<file path="config.mk">
export PLATFORM = sky130hd
export DESIGN_NAME = cipher_ctl_regs
export DESIGN_NICKNAME = d
export VERILOG_FILES = /design/src/rtl/cc_pkg.sv /design/src/rtl/cc_ctrl_reg.sv /design/src/rtl/cc_count_bank.sv /design/src/rtl/cc_key_bank.sv /design/src/rtl/cipher_ctl_regs.sv
export SDC_FILE = /design/constraint.sdc
export NUM_CORES = 2
export LEC_CHECK = 0
export BUFFER_PORTS_ARGS = -buffer_cell sky130_fd_sc_hd__buf_2
export CORE_MARGIN = 2
export CORE_UTILIZATION = 39
export CTS_BUF_LIST = sky130_fd_sc_hd__clkbuf_4 sky130_fd_sc_hd__clkbuf_8
export DETAILED_ROUTE_END_ITERATION = 7
export PLACE_DENSITY = 0.67
export SYNTH_ARGS = -nofsm -noshare
export SYNTH_HDL_FRONTEND = slang
export SYNTH_SLANG_ARGS = --single-unit
</file>
<file path="constraint.sdc">
create_clock -name clk -period 2 [get_ports clk]
set_clock_uncertainty 0.05 [all_clocks]
set_input_delay 0.1 -clock clk [delete_from_list [all_inputs] [get_ports clk]]
set_output_delay 0.1 -clock clk [all_outputs]
set_load 0.02 [all_outputs]
</file>
<file path="src/rtl/cc_pkg.sv">
package cc_pkg;

   localparam int WORD_W = 32;

   typedef enum logic [7:0] {
      MODE_ECB = 8'h00,
      MODE_CBC = 8'h01,
      MODE_CFB = 8'h02,
      MODE_OFB = 8'h03,
      MODE_CTR = 8'h04,
      MODE_CS1 = 8'h10,
      MODE_CS2 = 8'h11,
      MODE_CS3 = 8'h12
   } cc_mode_e;

   typedef struct packed {
      logic [1:0] keysz;
      logic       cascade;
      logic       dma;
      logic [7:0] mode;
      logic       encrypt;
      logic [1:0] chan;
      logic [4:0] unlock;
   } cc_cfg_t;

   // Modes that demand whole 16-byte blocks in DMA transfers
   function automatic logic whole_block_mode(input logic [7:0] m);
      return (m <= 8'(MODE_CTR));
   endfunction

endpackage

</file>
<file path="src/rtl/cc_ctrl_reg.sv">
module cc_ctrl_reg
   import cc_pkg::*;
#(
   parameter logic [4:0] UNLOCK_CODE = 5'b10110
) (
   input  logic              clk,
   input  logic              rst_n,
   input  logic              wr_ctrl,
   input  logic [WORD_W-1:0] wdata,
   input  logic              done,
   output cc_cfg_t           cfg,
   output logic              busy,
   output logic              prot,
   output logic              start_p,
   output logic              stop_p,
   output logic              last_p,
   output logic              start_acc,
   output logic              wipe
);

   logic start_req, stop_req, cfg_we, unlock_hit;
   logic unused_bits;

   assign unused_bits = ^{wdata[4], wdata[23:17]};
   assign start_req   = wr_ctrl & wdata[0];
   assign stop_req    = wr_ctrl & wdata[1];
   assign start_acc   = start_req & ~stop_req & ~busy;
   assign cfg_we      = wr_ctrl & ~busy;
   assign unlock_hit  = cfg_we & ~wdata[31] & (wdata[30:26] == UNLOCK_CODE);
   assign wipe        = unlock_hit;

   always_ff @(posedge clk or negedge rst_n) begin
      if (!rst_n) begin
         cfg     <= '0;
         busy    <= 1'b0;
         prot    <= 1'b0;
         start_p <= 1'b0;
         stop_p  <= 1'b0;
         last_p  <= 1'b0;
      end else begin
         if (cfg_we) begin
            cfg.keysz   <= wdata[3:2];
            cfg.cascade <= wdata[6];
            cfg.dma     <= wdata[7];
            cfg.mode    <= wdata[15:8];
            cfg.encrypt <= wdata[16];
            cfg.chan    <= wdata[25:24];
            cfg.unlock  <= wdata[30:26];
         end
         if (stop_req)       busy <= 1'b0;
         else if (start_acc) busy <= 1'b1;
         else if (done)      busy <= 1'b0;
         if (wr_ctrl && wdata[31]) prot <= 1'b1;
         else if (unlock_hit)      prot <= 1'b0;
         start_p <= start_acc;
         stop_p  <= stop_req;
         last_p  <= wr_ctrl & wdata[5];
      end
   end

endmodule

</file>
<file path="src/rtl/cc_count_bank.sv">
module cc_count_bank
   import cc_pkg::*;
#(
   parameter int NUM_CH = 4,
   localparam int CH_W  = $clog2(NUM_CH)
) (
   input  logic              clk,
   input  logic              rst_n,
   input  logic              wr_en,
   input  logic [CH_W-1:0]   wr_ch,
   input  logic [WORD_W-1:0] wdata,
   input  logic [CH_W-1:0]   rd_ch,
   output logic [WORD_W-1:0] rd_count,
   input  logic              chk,
   input  logic              chk_dma,
   input  logic [7:0]        chk_mode,
   input  logic [CH_W-1:0]   chk_ch,
   input  logic              clr,
   output logic              err
);

   logic [WORD_W-1:0] cnt_q [NUM_CH];
   logic [WORD_W-1:0] sel_cnt;
   logic              bad_len, err_set;

   for (genvar c = 0; c < NUM_CH; c++) begin : g_ch
      always_ff @(posedge clk or negedge rst_n) begin
         if (!rst_n)                                cnt_q[c] <= '0;
         else if (wr_en && wr_ch == CH_W'(c))       cnt_q[c] <= wdata;
      end
   end

   assign rd_count = cnt_q[rd_ch];
   assign sel_cnt  = cnt_q[chk_ch];
   assign bad_len  = (sel_cnt == '0) | (sel_cnt[3:0] != 4'h0);
   assign err_set  = chk & chk_dma & whole_block_mode(chk_mode) & bad_len;

   always_ff @(posedge clk or negedge rst_n) begin
      if (!rst_n)       err <= 1'b0;
      else if (err_set) err <= 1'b1;
      else if (clr)     err <= 1'b0;
   end

endmodule

</file>
<file path="src/rtl/cc_key_bank.sv">
module cc_key_bank
   import cc_pkg::*;
#(
   parameter int NUM_CH    = 4,
   parameter int KEY_WORDS = 8,
   localparam int ENTRIES  = NUM_CH * KEY_WORDS,
   localparam int KIDX_W   = $clog2(ENTRIES)
) (
   input  logic              clk,
   input  logic              rst_n,
   input  logic              wr_en,
   input  logic [KIDX_W-1:0] wr_idx,
   input  logic [WORD_W-1:0] wdata,
   input  logic              wipe,
   input  logic              hide,
   input  logic [KIDX_W-1:0] rd_idx,
   output logic [WORD_W-1:0] rd_data
);

   logic [WORD_W-1:0] key_q [ENTRIES];

   for (genvar g = 0; g < ENTRIES; g++) begin : g_word
      always_ff @(posedge clk or negedge rst_n) begin
         if (!rst_n)                               key_q[g] <= '0;
         else if (wipe)                            key_q[g] <= '0;
         else if (wr_en && wr_idx == KIDX_W'(g))   key_q[g] <= wdata;
      end
   end

   assign rd_data = hide ? '0 : key_q[rd_idx];

endmodule

</file>
<file path="src/rtl/cipher_ctl_regs.sv">
module cipher_ctl_regs
   import cc_pkg::*;
#(
   parameter int         ADDR_W      = 7,
   parameter int         NUM_CH      = 4,
   parameter int         KEY_WORDS   = 8,
   parameter int         CNT_BASE    = 4,
   parameter int         KEY_BASE    = 32,
   parameter logic [4:0] UNLOCK_CODE = 5'b10110
) (
   input  logic              clk,
   input  logic              rst_n,
   input  logic              bus_wen,
   input  logic [ADDR_W-1:0] bus_addr,
   input  logic [31:0]       bus_wdata,
   output logic [31:0]       bus_rdata,
   output logic              eng_start,
   output logic              eng_stop,
   output logic              eng_last,
   output logic [1:0]        eng_keysz,
   output logic              eng_cascade,
   output logic              eng_dma,
   output logic [7:0]        eng_mode,
   output logic              eng_encrypt,
   output logic [1:0]        eng_chan,
   input  logic              eng_done,
   output logic              busy,
   output logic              cnt_err
);

   localparam int CH_W    = $clog2(NUM_CH);
   localparam int ENTRIES = NUM_CH * KEY_WORDS;
   localparam int KIDX_W  = $clog2(ENTRIES);
   localparam logic [ADDR_W-1:0] A_CTRL     = ADDR_W'(0);
   localparam logic [ADDR_W-1:0] A_STAT     = ADDR_W'(1);
   localparam logic [ADDR_W-1:0] A_CNT      = ADDR_W'(CNT_BASE);
   localparam logic [ADDR_W-1:0] A_CNT_END  = ADDR_W'(CNT_BASE + NUM_CH - 1);
   localparam logic [ADDR_W-1:0] A_KEY      = ADDR_W'(KEY_BASE);
   localparam logic [ADDR_W-1:0] A_KEY_END  = ADDR_W'(KEY_BASE + ENTRIES - 1);

   if (NUM_CH < 2 || NUM_CH > 4 || (NUM_CH & (NUM_CH - 1)) != 0) begin : g_bad_ch
      $error("NUM_CH must be 2 or 4");
   end
   if (KEY_WORDS < 4 || KEY_WORDS > 8) begin : g_bad_kw
      $error("KEY_WORDS must lie in 4..8");
   end
   if (CNT_BASE < 2 || CNT_BASE + NUM_CH > KEY_BASE) begin : g_bad_map
      $error("count window overlaps another window");
   end
   if (KEY_BASE + ENTRIES > (1 << ADDR_W)) begin : g_bad_aw
      $error("ADDR_W too narrow for the key window");
   end

   cc_cfg_t           cfg;
   logic              prot_q, start_acc, wipe;
   logic              wr_ctrl, wr_stat, is_cnt, is_key;
   logic [ADDR_W-1:0] cnt_off, key_off;
   logic [31:0]       cnt_rd, key_rd, ctrl_rd, stat_rd;

   assign is_cnt  = (bus_addr >= A_CNT) && (bus_addr <= A_CNT_END);
   assign is_key  = (bus_addr >= A_KEY) && (bus_addr <= A_KEY_END);
   assign cnt_off = bus_addr - A_CNT;
   assign key_off = bus_addr - A_KEY;
   assign wr_ctrl = bus_wen && (bus_addr == A_CTRL);
   assign wr_stat = bus_wen && (bus_addr == A_STAT);

   cc_ctrl_reg #(.UNLOCK_CODE(UNLOCK_CODE)) u_ctrl (
      .clk(clk), .rst_n(rst_n), .wr_ctrl(wr_ctrl), .wdata(bus_wdata),
      .done(eng_done), .cfg(cfg), .busy(busy), .prot(prot_q),
      .start_p(eng_start), .stop_p(eng_stop), .last_p(eng_last),
      .start_acc(start_acc), .wipe(wipe)
   );

   cc_count_bank #(.NUM_CH(NUM_CH)) u_cnt (
      .clk(clk), .rst_n(rst_n), .wr_en(bus_wen && is_cnt),
      .wr_ch(cnt_off[CH_W-1:0]), .wdata(bus_wdata),
      .rd_ch(cnt_off[CH_W-1:0]), .rd_count(cnt_rd),
      .chk(start_acc), .chk_dma(bus_wdata[7]), .chk_mode(bus_wdata[15:8]),
      .chk_ch(bus_wdata[24 +: CH_W]), .clr(wr_stat && bus_wdata[12]),
      .err(cnt_err)
   );

   cc_key_bank #(.NUM_CH(NUM_CH), .KEY_WORDS(KEY_WORDS)) u_key (
      .clk(clk), .rst_n(rst_n), .wr_en(bus_wen && is_key),
      .wr_idx(key_off[KIDX_W-1:0]), .wdata(bus_wdata), .wipe(wipe),
      .hide(prot_q), .rd_idx(key_off[KIDX_W-1:0]), .rd_data(key_rd)
   );

   assign eng_keysz   = cfg.keysz;
   assign eng_cascade = cfg.cascade;
   assign eng_dma     = cfg.dma;
   assign eng_mode    = cfg.mode;
   assign eng_encrypt = cfg.encrypt;
   assign eng_chan    = cfg.chan;

   always_comb begin
      ctrl_rd        = '0;
      ctrl_rd[31]    = prot_q;
      ctrl_rd[30:26] = cfg.unlock;
      ctrl_rd[25:24] = cfg.chan;
      ctrl_rd[16]    = cfg.encrypt;
      ctrl_rd[15:8]  = cfg.mode;
      ctrl_rd[7]     = cfg.dma;
      ctrl_rd[6]     = cfg.cascade;
      ctrl_rd[3:2]   = cfg.keysz;
      stat_rd        = '0;
      stat_rd[12]    = cnt_err;
      stat_rd[0]     = busy;
   end

   always_comb begin
      if (bus_addr == A_CTRL)      bus_rdata = ctrl_rd;
      else if (bus_addr == A_STAT) bus_rdata = stat_rd;
      else if (is_cnt)             bus_rdata = cnt_rd;
      else if (is_key)             bus_rdata = key_rd;
      else                         bus_rdata = '0;
   end

endmodule

</file>
==> impl_metrics.py <==
metrics = {
    "outcome": {
        "status": "finished, violations left",
        "failing_checks": "DRC, setup timing",
    },
    "logic_synthesis": {
        "synth-async-reset-ratio": 1.000,
        "synth_sequential_area_ratio": 0.5171,
        "synth_xor_area_frac": 0,
        "synth.cell_area_mm2": 0.05701,
        "synth_top_family_by_area": "multiplexers",
        "muxShareOfSynthArea": 0.2947,
        "flip_flop_and_latch_count_after_synthesis": 1178,
        "yosys.area_share.adder": 0,
        "synthDominantCellAreaShare": 0.5171,
        "most_used_standard_cell_by_instance_count_after_synthesis": "sky130_fd_sc_hd__dfrtp_1",
        "synth_nets": 4822,
        "synthesis.yosys.warnings": 0,
        "synth.largest_area_cell": "sky130_fd_sc_hd__dfrtp_1",
        "synth_cell_type_count": 46,
        "synth-edff-count": 0,
        "most_numerous_cell_types_in_the_synthesized_netlist": "sky130_fd_sc_hd__dfrtp_1 (1178), sky130_fd_sc_hd__mux2i_1 (682), sky130_fd_sc_hd__nor2_1 (681)",
        "synth_area_leaders": "sky130_fd_sc_hd__dfrtp_1 (52%), sky130_fd_sc_hd__mux4_2 (12%), sky130_fd_sc_hd__mux2i_1 (12%)",
        "avgSynthCellArea_um2": 11.93,
        "synth_instances": 4779,
        "post_synth_and_or_nand_nor_area_fraction": 0.09226,
        "synth-compound-area-share": 0.05184,
        "synthFlopType": "sky130_fd_sc_hd__dfrtp_1",
    },
    "worst_setup_path": {
        "worst_ep_required_time_ns": 1.85,
        "worst_r2r_startpoint": "u_ctrl.busy",
        "crit_path_start": "u_key.key_q[955]",
        "timing.critical_path.from_type": "flop",
        "ordered_list_of_cells_on_the_worst_path": "mux4_2, mux2_2, a222oi_1, o221ai_2, buf_2",
        "rrSetupSlack_ns": -0.27,
        "worst_path_max_delay_cell": "sky130_fd_sc_hd__a222oi_1",
        "category_of_the_critical_setup_timing_path": "flop to output pin",
        "cp.arrival_ns": 3.43,
        "max_stage_delay_ns": 0.72,
        "path_max_fanout": 2,
        "r2r_cells": 7,
        "worstReg2RegEnd": "u_key.key_q[63]",
        "crit_path_end_kind": "output pin",
    },
    "route": {
        "antenna_violating_nets_post_route": 0,
        "detailedRoute.firstIterationViolations": 5445,
        "post-route-drc-count": 4,
        "wl_per_cell_um": 27.35,
        "detailedRoute.firstPassIterationCount": 8,
        "finalWirelength_mm": 196.7,
        "viasPerCell": 5.986,
        "num_vias": 43047,
    },
    "cts": {
        "clock_latency_ns": 0.90,
        "cts_max_level": 4,
        "clk_transition_reported_paths_ns": 0.06,
        "tritoncts": "yes",
        "cts_num_sinks": 1178,
        "cts_buffer_depth": 3,
        "numCtsBuffers": 182,
        "cts_root_buffer": "sky130_fd_sc_hd__clkbuf_8",
    },
    "finish": {
        "p_r_area_growth_vs_syn_pct": 21.84,
        "fin_nets": 5167,
        "final_layout_size_suffix_gt1_frac": 0.3162,
        "area_used_by_multi_input_combinational_logic_mm2": 0.02610,
        "nFillCells": 12687,
        "final-seq-area_mm2": 0.02948,
    },
    "sta": {
        "finalSetupTns_ns": -57.46,
        "finalSetupViolations": 631,
        "layout_min_cycle_time_ns": 3.579,
        "transition_at_the_pin_with_the_smallest_max_transition_slack_ns": 0.8675,
        "hold_violations": 0,
        "timing.max_slew.rel_slack": 0.4216,
        "timing_max_transition_violations_final": 0,
        "timing.final.crit_share": 1.790,
        "finalWorstSetupSlack_ns": -1.579,
        "rsz0062_at_grt": "true",
        "peak_clock_frequency_supported_by_timing_mhz": 279.4,
    },
    "run": {
        "drv.max_cap_violation_count": 0,
    },
    "global_routing": {
        "largest_net_degree_at_the_start_of_global_routing": 119,
        "antenna_found_initial": 12,
        "first_global_vias": 42160,
        "wire_length_of_the_first_global_routing_pass_mm": 289.2,
        "grt-ovfl-total": 0,
        "grt_util_all_layers": 0.2607,
    },
    "pwr": {
        "power.static_leakage_nw": 33.02,
        "ir_worst_vdd_uv": 784.3,
        "finalPower_mw": 56.51,
        "power.density_cell_area_mw_per_mm2": 813.5,
    },
    "die": {
        "placeableCoreArea_mm2": 0.1454,
        "die_width_um": 386.3,
        "std_cell_rows": 140,
        "num_io_pins": 95,
        "fp.dieH_um": 386.3,
        "die_area_mm2": 0.1493,
        "initial_utilization": 0.3921,
    },
    "hold_path": {
        "timing.hold.worst.class": "input pin to flop",
        "holdCritStartpoint": "bus_wdata[9]",
        "hold_path_depth": 4,
        "min_delay_worst_endpoint": "u_key.key_q[937]",
    },
    "placement": {
        "place.gp.congestion": 0.9410,
        "dp_slack_ns": -0.8004,
        "buffer_ports.inserted": 94,
        "dp.final_hpwl_mm": 128.3,
    },
}
## power by group
group	total [mW]	internal (mW)	switching, mW
logic	6.98	3.29	3.69
clock network	22.6	12.5	10.0
registers	27.0	25.8	1.18
## through the flow
stage	area [um2]	hold WS (ns)	utilization	cells
after floorplan	57180	-0.2456	-	4779
after CTS	68800	0.01246	0.4732	7176
after global placement	63590	-0.07188	0.4374	6782
after global routing	69460	0.08751	0.4778	7190
final	69460	0.1117	0.4778	7191
after detailed placement	63590	-0.07110	0.4374	6782
## critical path, delay by kind of cell (launching register included)
family	cells	cell delay, ns
buffers and inverters	1	0.26
multiplexers	2	0.77
AO/OA/AOI/OAI	2	1.09
flip-flops	1	0.39
## registers in the layout, summed over array words and instances (netlist names)
signal and count:
u_ctrl.cfg 20, u_key.key_q 1024, u_ctrl.start_p 1, u_ctrl.last_p 1, u_ctrl.stop_p 1, u_ctrl.busy 1, u_cnt.cnt_q 128, u_cnt.err 1
u_ctrl.prot 1
## worst max path at each step
| stage | to | slack [ns] |
|---|---|---|
| after floorplan | u_key.key_q[122] | -0.03 |
| after global placement | bus_rdata[24] | -0.83 |
| after CTS | bus_rdata[27] | -1.49 |
| after detailed placement | bus_rdata[24] | -0.80 |
| after global routing | bus_rdata[24] | -1.57 |
| final | bus_rdata[27] | -1.58 |
## metal layers
layer | vias to the layer above | global-route usage | part of all wire
li1 | 17654 | - | -
met3 | 413 | 0.08271 | 0.12
met5 | - | 0 | 0.00022
met4 | 6 | 0.09173 | 0.033
met1 | 22473 | 0.3716 | 0.41
met2 | 2501 | 0.3732 | 0.43
## cell usage in the layout (no fill, tap or decap), types with 8 or more instances in the layout
cell,instances
sky130_fd_sc_hd__a21oi_1,292
sky130_fd_sc_hd__buf_12,152
sky130_fd_sc_hd__mux2i_1,681
sky130_fd_sc_hd__dlygate4sd3_1,47
sky130_fd_sc_hd__a22o_1,10
sky130_fd_sc_hd__mux2_4,46
sky130_fd_sc_hd__buf_4,376
sky130_fd_sc_hd__nor4_1,25
sky130_fd_sc_hd__a22oi_1,10
sky130_fd_sc_hd__clkinv_2,24
sky130_fd_sc_hd__nand4_1,13
sky130_fd_sc_hd__nor2_2,8
sky130_fd_sc_hd__buf_6,35
sky130_fd_sc_hd__buf_2,62
sky130_fd_sc_hd__nand3_1,148
sky130_fd_sc_hd__o22ai_1,10
sky130_fd_sc_hd__clkbuf_4,51
sky130_fd_sc_hd__mux4_2,311
sky130_fd_sc_hd__a222oi_1,20
sky130_fd_sc_hd__inv_1,9
sky130_fd_sc_hd__nor3_4,11
sky130_fd_sc_hd__nor2_4,20
sky130_fd_sc_hd__nor2_1,654
sky130_fd_sc_hd__o21ai_0,144
sky130_fd_sc_hd__clkbuf_8,239
sky130_fd_sc_hd__nor3_1,9
sky130_fd_sc_hd__nand2_2,8
sky130_fd_sc_hd__a211oi_2,10
sky130_fd_sc_hd__o211ai_1,11
sky130_fd_sc_hd__mux2_2,218
sky130_fd_sc_hd__dfrtp_1,1177
sky130_fd_sc_hd__nand2_1,311
sky130_fd_sc_hd__nor2b_1,15
## cell type report
cell class / count / share of cell area
inverters: 10 / 0.0005404
flip-flops and latches: 1178 / 0.4244
repair buffers: 686 / 0.1061
diodes: 6 / 0.0002161
clock buffers: 289 / 0.05276
clock inverters: 39 / 0.005818
well taps: 1917 / 0.03453
multi-input cells: 3066 / 0.3757
## logic make-up (layout without fill, tap and decap cells)
| family | count (synthesis) | count (layout) |
|---|---|---|
| and+or+nand+nor | 1276 | 1277 |
| muxes | 1257 | 1257 |
| buffers and inverters | 536 | 1024 |
| AOI/OAI and AO/OA | 532 | 532 |
| other | 0 | 6 |
| DFF | 1178 | 1178 |
## timing repair
item                        CTS  global route
cloned                        1             5
pin swaps                    47            16
setup endpoints to repair    76           445
setup buffers                17             9
hold buffers                 49             0
hold endpoints to repair   2356             0
resized for setup           130            98
(Power assumes the default switching activity.)
